--- src/rtl/hlru_pkg.sv ---
package hlru_pkg;
  typedef enum logic {
    HINT_NORMAL = 1'b0,
    HINT_STREAM = 1'b1
  } hint_e;
endpackage

--- src/rtl/hlru_match.sv ---
module hlru_match #(
  parameter int WAYS  = 4,
  parameter int TAG_W = 16,
  localparam int IDX_W = $clog2(WAYS)
) (
  input  logic [WAYS-1:0][TAG_W-1:0] tags_i,
  input  logic [WAYS-1:0]            valid_i,
  input  logic [TAG_W-1:0]           tag_i,
  output logic [WAYS-1:0]            match_o,
  output logic                       hit_o,
  output logic [IDX_W-1:0]           hit_way_o
);
  for (genvar w = 0; w < WAYS; w++) begin : g_cmp
    assign match_o[w] = valid_i[w] && (tags_i[w] == tag_i);
  end

  assign hit_o = |match_o;

  always_comb begin
    hit_way_o = '0;
    for (int w = 0; w < WAYS; w++) begin
      if (match_o[w]) hit_way_o = IDX_W'(w);
    end
  end
endmodule

--- src/rtl/hlru_victim.sv ---
module hlru_victim #(
  parameter int WAYS = 4,
  localparam int IDX_W = $clog2(WAYS)
) (
  input  logic [WAYS-1:0]            valid_i,
  input  logic [WAYS-1:0][IDX_W-1:0] ages_i,
  output logic [IDX_W-1:0]           victim_o
);
  localparam logic [IDX_W-1:0] LastAge = IDX_W'(WAYS - 1);

  logic [IDX_W-1:0] lru_way, inv_way;

  always_comb begin
    lru_way = '0;
    for (int w = 0; w < WAYS; w++) begin
      if (ages_i[w] == LastAge) lru_way = IDX_W'(w);
    end
  end

  // descending scan so the lowest invalid index wins
  always_comb begin
    inv_way = '0;
    for (int w = WAYS - 1; w >= 0; w--) begin
      if (!valid_i[w]) inv_way = IDX_W'(w);
    end
  end

  assign victim_o = (&valid_i) ? lru_way : inv_way;
endmodule

--- src/rtl/hlru_age.sv ---
module hlru_age #(
  parameter int WAYS = 4,
  localparam int IDX_W = $clog2(WAYS)
) (
  input  logic                       clk_i,
  input  logic                       rst_ni,
  input  logic                       upd_i,
  input  logic [IDX_W-1:0]           way_i,
  input  logic                       to_lru_i,
  output logic [WAYS-1:0][IDX_W-1:0] ages_o
);
  localparam logic [IDX_W-1:0] LastAge = IDX_W'(WAYS - 1);

  logic [WAYS-1:0][IDX_W-1:0] ages_q, ages_d;
  logic [IDX_W-1:0]           ref_age;

  assign ref_age = ages_q[way_i];

  always_comb begin
    ages_d = ages_q;
    if (upd_i) begin
      for (int w = 0; w < WAYS; w++) begin
        if (IDX_W'(w) == way_i) begin
          ages_d[w] = to_lru_i ? LastAge : '0;
        end else if (!to_lru_i && ages_q[w] < ref_age) begin
          ages_d[w] = ages_q[w] + 1'b1;
        end else if (to_lru_i && ages_q[w] > ref_age) begin
          ages_d[w] = ages_q[w] - 1'b1;
        end
      end
    end
  end

  always_ff @(posedge clk_i or negedge rst_ni) begin
    if (!rst_ni) begin
      for (int w = 0; w < WAYS; w++) ages_q[w] <= IDX_W'(w);
    end else begin
      ages_q <= ages_d;
    end
  end

  assign ages_o = ages_q;

  // ages form a permutation of 0..WAYS-1
  for (genvar k = 0; k < WAYS; k++) begin : g_perm
    logic [WAYS-1:0] holders;
    for (genvar w = 0; w < WAYS; w++) begin : g_h
      assign holders[w] = (ages_q[w] == IDX_W'(k));
    end
    p_age_perm_r8 : assert property (@(posedge clk_i) disable iff (!rst_ni)
      $countones(holders) == 1);
  end

  p_promote_mru_r3 : assert property (@(posedge clk_i) disable iff (!rst_ni)
    upd_i && !to_lru_i |=> ages_q[$past(way_i)] == '0);

  p_stream_lru_r5 : assert property (@(posedge clk_i) disable iff (!rst_ni)
    upd_i && to_lru_i |=> ages_q[$past(way_i)] == LastAge);

  p_hold_order_r4 : assert property (@(posedge clk_i) disable iff (!rst_ni)
    !upd_i |=> $stable(ages_q));
endmodule

--- src/rtl/hint_lru_tags.sv ---
module hint_lru_tags #(
  parameter int WAYS  = 4,
  parameter int TAG_W = 16,
  localparam int IDX_W = $clog2(WAYS)
) (
  input  logic             clk_i,
  input  logic             rst_ni,
  input  logic             req_valid_i,
  input  logic [TAG_W-1:0] req_tag_i,
  input  logic             req_nt_i,
  output logic             rsp_valid_o,
  output logic             rsp_hit_o,
  output logic [IDX_W-1:0] rsp_way_o,
  output logic             rsp_evict_valid_o,
  output logic [TAG_W-1:0] rsp_evict_tag_o
);
  import hlru_pkg::*;

  logic [WAYS-1:0][TAG_W-1:0] tags_q;
  logic [WAYS-1:0]            valid_q;
  logic [WAYS-1:0][IDX_W-1:0] ages;
  logic [WAYS-1:0]            match;
  logic                       hit;
  logic [IDX_W-1:0]           hit_way, victim, sel_way;
  logic                       age_upd;
  hint_e                      hint;

  assign hint = hint_e'(req_nt_i);

  hlru_match #(.WAYS(WAYS), .TAG_W(TAG_W)) u_match (
    .tags_i   (tags_q),
    .valid_i  (valid_q),
    .tag_i    (req_tag_i),
    .match_o  (match),
    .hit_o    (hit),
    .hit_way_o(hit_way)
  );

  hlru_victim #(.WAYS(WAYS)) u_victim (
    .valid_i (valid_q),
    .ages_i  (ages),
    .victim_o(victim)
  );

  assign sel_way = hit ? hit_way : victim;
  // a streaming hit leaves the order alone
  assign age_upd = req_valid_i && !(hit && hint == HINT_STREAM);

  hlru_age #(.WAYS(WAYS)) u_age (
    .clk_i   (clk_i),
    .rst_ni  (rst_ni),
    .upd_i   (age_upd),
    .way_i   (sel_way),
    .to_lru_i(hint == HINT_STREAM),
    .ages_o  (ages)
  );

  always_ff @(posedge clk_i or negedge rst_ni) begin
    if (!rst_ni) begin
      tags_q            <= '0;
      valid_q           <= '0;
      rsp_valid_o       <= 1'b0;
      rsp_hit_o         <= 1'b0;
      rsp_way_o         <= '0;
      rsp_evict_valid_o <= 1'b0;
      rsp_evict_tag_o   <= '0;
    end else begin
      rsp_valid_o <= req_valid_i;
      if (req_valid_i) begin
        rsp_hit_o         <= hit;
        rsp_way_o         <= sel_way;
        rsp_evict_valid_o <= !hit && valid_q[sel_way];
        rsp_evict_tag_o   <= tags_q[sel_way];
        if (!hit) begin
          tags_q[sel_way]  <= req_tag_i;
          valid_q[sel_way] <= 1'b1;
        end
      end
    end
  end

  p_unique_tag_r1 : assert property (@(posedge clk_i) disable iff (!rst_ni)
    $onehot0(match));

  p_hit_no_evict_r1 : assert property (@(posedge clk_i) disable iff (!rst_ni)
    rsp_valid_o && rsp_hit_o |-> !rsp_evict_valid_o);

  p_rsp_next_r2 : assert property (@(posedge clk_i) disable iff (!rst_ni)
    req_valid_i |=> rsp_valid_o);

  p_rsp_idle_r2 : assert property (@(posedge clk_i) disable iff (!rst_ni)
    !req_valid_i |=> !rsp_valid_o && $stable(valid_q) && $stable(tags_q));

  p_fill_invalid_r6 : assert property (@(posedge clk_i) disable iff (!rst_ni)
    req_valid_i && !hit && !(&valid_q) |-> !valid_q[victim]);

  p_evict_full_r7 : assert property (@(posedge clk_i) disable iff (!rst_ni)
    req_valid_i && !hit && (&valid_q) |=> rsp_evict_valid_o);
endmodule

--- config.mk ---
export PLATFORM = sky130hd
export DESIGN_NAME = hint_lru_tags
export DESIGN_NICKNAME = d
export VERILOG_FILES = /design/src/rtl/hlru_pkg.sv /design/src/rtl/hlru_match.sv /design/src/rtl/hlru_victim.sv /design/src/rtl/hlru_age.sv /design/src/rtl/hint_lru_tags.sv
export SDC_FILE = /design/constraint.sdc
export NUM_CORES = 1
export LEC_CHECK = 0
export ABC_AREA = 0
export BUFFER_PORTS_ARGS = -buffer_cell sky130_fd_sc_hd__buf_2
export CORE_AREA = 8 8 130 132
export DETAILED_ROUTE_END_ITERATION = 8
export DIE_AREA = 0 0 138 140
export PLACE_DENSITY = 0.68
export SETUP_SLACK_MARGIN = 0.4
export SLEW_MARGIN = 10
export SYNTH_ARGS = -nofsm -noshare
export SYNTH_HDL_FRONTEND = slang
export SYNTH_SLANG_ARGS = --single-unit
export TNS_END_PERCENT = 10
--- constraint.sdc ---
create_clock -name clk_i -period 5.9 [get_ports clk_i]
set_input_delay 0.295 -clock clk_i [delete_from_list [all_inputs] [get_ports clk_i]]
set_output_delay 0.295 -clock clk_i [all_outputs]
set_load 0.02 [all_outputs]
Word level (Yosys, flattened, before mapping)
Index checks and enable logic that the tools add are counted.

Bits of input ports: 20. Register bits after elaboration: 97. Output and inout port bits: 21. Logic and storage cells: 111.

Order comparisons: 10. Add/subtract/negate cells: 8. Eq/ne operators: 10. Bitwise operators: 2. Reduce and logical (&&, ||, !) cells: 31. Muxes and demuxes: 36.

Operators by type and width (count): 64-bit bitwise mux (1); 16-bit equality test (4); 2-bit two-way mux (24); 16-bit binary-select mux with 2-bit select (1); 16-bit demux with 2-bit select (1); 16-bit two-way mux (2); 1-bit logical AND (16); 3-bit nonzero test (4); 2-bit AND reduction (5); 2-bit by 1-bit adder with 2-bit output (second input constant) (4); 2-bit > comparator (4); 2-bit less-than comparator (4); 2-bit by 1-bit subtractor with 2-bit output (second input constant) (4); 2-bit equality test (second input constant) (3); 2-bit binary-select mux with 2-bit select (1); 2-bit equality test (first input constant) (2); 1-bit two-way mux (4); 4-bit OR (1); 4-bit AND reduction (1); 4-bit OR reduction (1); 1-bit zero test (3); 2-bit by 3-bit less-than comparator with 1-bit output (second input constant) (1); 1-bit binary-select mux with 2-bit select (1); 1-bit demux with 2-bit select (1); 4 further kinds (4).

Longest topological paths before layout
Depth after elaboration: 13. Mapped depth: 20. Mapped depth without buffers: 16.

Hierarchy
A second synthesis with hierarchy kept.

Cell total of the unflattened synthesis: 562. Area, all modules: 6168.4 um^2.

By module, submodules not included: hint_lru_tags (times used 1, area each 4287.9 um^2, cells an instance 340); hlru_age (times used 1, area each 1001.0 um^2, cells an instance 114); hlru_match (times used 1, area each 822.0 um^2, cells an instance 100); hlru_victim (times used 1, area each 57.6 um^2, cells an instance 8).

Worst setup path before layout
OpenSTA, ideal clock, no wires.

Path kind: register to register. Start: reg u_age.ages_q, in the netlist u_age.ages_o[7]. End: reg u_age.ages_q, in the netlist u_age.ages_o[3]. Clock period less this slack: 4.157 ns. Cell stages (with the launch flop): 20. Arrival: 4.036 ns. Slack: 1.743 ns. Cell sequence: dfstp_2 clkbuf_1 nand2_1 a31o_2 a31oi_1 o21ai_0 nand2_1 buf_2 buf_1 clkbuf_1 a211oi_1 a21oi_1 ha_1 nor2_1 nand2_1 o2111a_1 a211o_1 o21ai_1 o221ai_1 a22o_1.

Word-level cells in the longest chain between the ends: 10.

RTL lines: start: declaration (line hlru_age.sv:14) `logic [WAYS-1:0][IDX_W-1:0] ages_q, ages_d;`; start signal: assignment (line hlru_age.sv:38) `ages_q <= ages_d;`; 2-bit equality test; 2-bit two-way mux (line hlru_victim.sv:16) `if (ages_i[w] == LastAge) lru_way = IDX_W'(w);`; 2-bit two-way mux (line hlru_victim.sv:28) `assign victim_o = (&valid_i) ? lru_way : inv_way;`; 2-bit two-way mux (line hint_lru_tags.sv:45) `assign sel_way = hit ? hit_way : victim;`; 2-bit binary-select mux with 2-bit select (line hlru_age.sv:17) `assign ref_age = ages_q[way_i];`; 2-bit two-way mux (not written as such) (line hlru_age.sv:17); 2-bit > comparator / 2-bit less-than comparator (equally long branches) (line hlru_age.sv:27, hlru_age.sv:25); 1-bit logical AND, on equally long branches (line hlru_age.sv:27, hlru_age.sv:25); 3-bit nonzero test (no line) / 2-bit two-way mux (equally long branches); 2-bit AND reduction (no line) / 2-bit two-way mux (equally long branches).

Parallel ways exist; a longest one is shown, timed or not. The select of a mux whose other input is x is not followed. A chain may end at the register's enable or synchronous reset.

Final worst setup path
Start: reg tags_q[12] (netlist name). End: reg u_age.ages_q, in the netlist u_age.ages_o[3].

Word-level cells in the longest chain between the ends: 10.

RTL lines: start: declaration (line hint_lru_tags.sv:19) `logic [WAYS-1:0][TAG_W-1:0] tags_q;`; start signal: indexed assignment (line hint_lru_tags.sv:75) `tags_q[sel_way] <= req_tag_i;`; 16-bit equality test * (line hlru_match.sv:14) `assign match_o[w] = valid_i[w] && (tags_i[w] == tag_i);`; 1-bit logical AND * (line hlru_match.sv:14); 4-bit OR reduction * (line hlru_match.sv:17) `assign hit_o = |match_o;`; 2-bit two-way mux (line hint_lru_tags.sv:45); 2-bit binary-select mux with 2-bit select (line hlru_age.sv:17); 2-bit two-way mux (not written as such) (line hlru_age.sv:17); 2-bit > comparator / 2-bit less-than comparator (equally long branches) (line hlru_age.sv:27, hlru_age.sv:25); 1-bit logical AND, on equally long branches (line hlru_age.sv:27, hlru_age.sv:25); 3-bit nonzero test (no line) / 2-bit two-way mux (equally long branches); 2-bit AND reduction (no line) / 2-bit two-way mux (equally long branches).

Mark *: on every way between the ends. The rest lies on a longest branch, timed or not. The select of a mux whose other input is x is not followed.

==> impl_results.md <==
- Worst-margin pin slew: 1.064 ns
- Pin count of the biggest net entering global routing: 84
- Pre-antenna DRT Iters: 5
- Worst-path fanout max: 18
- Area growth syn-to-layout: 9.206%
- Synth Instances: 587
- CTS tree: done
- Clk_lat worst skew: 0.35 ns
- Post-CTS Resized: 0
- Critical path type: reg2reg
- ANT nets after route: 0
- Drt via density: 5.642
- Multi-input logic area: 3123 µm²
- Clock transition at path regs: 0.07 ns
- Most Used Layer, Global Route: met2
- Port bufs: 40
- ANT cells: 0
- Post-synth top area cell: dfrtp_1
- Fin crit share: 73.29%
- WHS Endpoint: tags_q[51]
- R2R Path Start: tags_q[12]
- Yosys Warn Count: 0
- Tightest Hold Check Type: in2reg
- Layout cell share with drive strength beyond 1: 26.08%
- Fin Hold WS: 0.3137 ns
- Antenna violations before repair: 0
- R2r worst-path depth: 16
- Die Span X: 138 µm
- Largest cells by area after synthesis: dfrtp_1 (40%), mux2_2 (16%), nand2_1 (5.9%), xnor2_1 (5.3%), xor2_1 (4.5%)
- Top-count cell post-synth: dfrtp_1
- Min-Delay Path Depth: 2
- Starting density of the core: 39.13%
- DRC: 0
- CP Launch Type: flip-flop
- Synth Flop Type: dfrtp_1
- GR Util met1: 19.33%
- Final Hold Viols: 0
- Worst Path Arrival: 4.56 ns
- DP HPWL: 9984 µm
- R2r endpoint: u_age.ages_o[3]
- Clk buf depth: 2
- Most instantiated cells after synthesis: dfrtp_1 (93), nand2_1 (92), mux2_2 (82), xnor2_1 (35), xor2_1 (30)
- Flops & latches, synth: 97
- Clock Skews: 0.01218 ns
- Sequential cell area: 2432 µm²
- R2R setup slack: 1.58 ns
- Worst EP required: 6.13 ns
- Sinks on Clock Net: 97
- Final setup fails: 0
- IO Count: 41
- Filler instances: 1432
- # rows: 45
- Final weighted congestion in routability-driven placement: 0.8210
- Rel. slew slack: 29.03%
- H-tree levels: 3
- Post-Synthesis Cell Area: 5817 µm²
- Layout Nets: 622
- Max Clk Rate: 231.3 MHz
- Post-synth EDFFs: 0
- Num CTS Buffers: 9
- Max Cap Violations: 0
- Routed WL: 14960 µm
- Iter 0 DRT Violations: 410
- Core area: 14860 µm²
- Vias in the first global route: 4560
- Avg Inst Size Synth: 9.909 µm²
- M3 GR Usage: 2.400%
- DR vias: 4457
- Element type at the critical path end: flip-flop
- Final TNS setup: 0 ns
- Vert. Die Dim: 140 µm
- GR Overflow Total: 0
- Met2 GRT Util: 25.39%
- Total die area: 19320 µm²
- Yosys cell types: 59
- Mapped Nets: 611
- Top cell type's share of synthesized area: 40.01%
- RSZ-0062 raised after global routing: no
- Clk root buf: clkbuf_16
- Run status: finished, final reports clean
- First-pass GRT wire length: 24400 µm
- Gr usage total: 15.62%
- WL/cell: 18.93 µm
- Slew Viols, Final: 0
- Minimum clock period: 4.324 ns
- Register area share after synthesis: 41.82%
- Ys async rst share: 100.0%
- Hold Path Origin: req_tag_i[3]
[how the worst max path moves through the flow]
stage                          from               to  slack, ns  cells after the start
floorplan           u_age.ages_o[7]  u_age.ages_o[3]       1.74                     19
global placement       req_tag_i[4]  u_age.ages_o[3]       1.72                     17
detailed placement     req_tag_i[4]  u_age.ages_o[3]       1.59                     17
CTS                      tags_q[52]  u_age.ages_o[3]       1.67                     16
global route             tags_q[52]  u_age.ages_o[7]       1.31                     15
finish                   tags_q[12]  u_age.ages_o[3]       1.58                     16
[placed cells by master, fill, tap and decap left out, types with 3 or more instances in the layout]
cell type  count
a21oi_1       13
and3_1        17
inv_1         13
buf_2         39
a31oi_1       22
xor2_1        30
clkbuf_16      9
mux2i_1        6
xnor2_1       35
nand2b_1       3
dfstp_2        4
a211oi_1       4
mux2_2        82
nand3_1        8
nor4_1        10
ha_1           4
o21ai_0        8
nor3_1         8
nor2_1        24
buf_4          5
o22ai_1        4
o211ai_1       6
o21ai_1        4
dfrtp_1       93
nand2_1       92
or2_2          3
nand4_1        9
[cell families after synthesis]
family,Yosys count,share of synthesized area [%]
muxes,89,17.17
DFF,97,41.82
buffers and inverters,58,4.625
xor gates and xnor gates,65,9.787
and+or+nand+nor,181,14.35
AOI/OAI and AO/OA,93,11.40
adders and majority gates,4,0.8604
[sequential cells by signal (all words and copies together), names as in the netlist]
signal / count
rsp_evict_valid_o: 1
rsp_evict_tag_o: 16
u_age.ages_o: 8
tags_q: 64
rsp_hit_o: 1
rsp_valid_o: 1
rsp_way_o: 2
valid_q: 4
[timing repair]
action / CTS / global route
hold buffers: 1 / 0
endpoints found under the hold margin: 10 / 0
setup buffers: 0 / 0
[per-layer routing]
layer  vias up  part of all wire, %
li1       2094                    -
met1      2215                   44
met2       116                   49
met3        32                  3.4
met4         0                  3.7
met5         -                    0
[worst max-delay path, cell delays in order (launching register included)]
cell	delay, ns
dfrtp_1	0.41
xnor2_1	0.27
nand4_1	0.18
nor4_2	0.39
a31oi_1	0.15
o21ai_0	0.24
nand2_1	0.41
a211oi_1	0.37
a21oi_1	0.14
ha_1	0.34
nor2_1	0.20
nand2_1	0.09
o2111a_1	0.14
a211o_1	0.31
o21ai_1	0.17
o221ai_1	0.15
a22o_1	0.25
[stage by stage]
stage,setup slack (ns),cells,util (%),area [µm²]
6_report,1.576,790,42.74,6352
4_1_cts,1.673,790,42.74,6352
3_3_place_gp,1.722,774,40.85,6072
5_1_grt,1.310,790,42.74,6352
2_1_floorplan,1.743,587,-,5817
3_5_place_dp,1.590,774,40.85,6072
[final cells by class]
cell class | instances | share of cell area, %
inverter | 13 | 0.7682
timing repair buffer | 45 | 3.821
multi-input combinational | 432 | 49.16
clock inverter | 5 | 0.6500
sequential | 97 | 38.29
tap | 188 | 3.703
clock buffer | 10 | 3.604
Power is not shown: default switching activity piles up to over one toggle a cycle in this logic, so the estimate is an artifact.
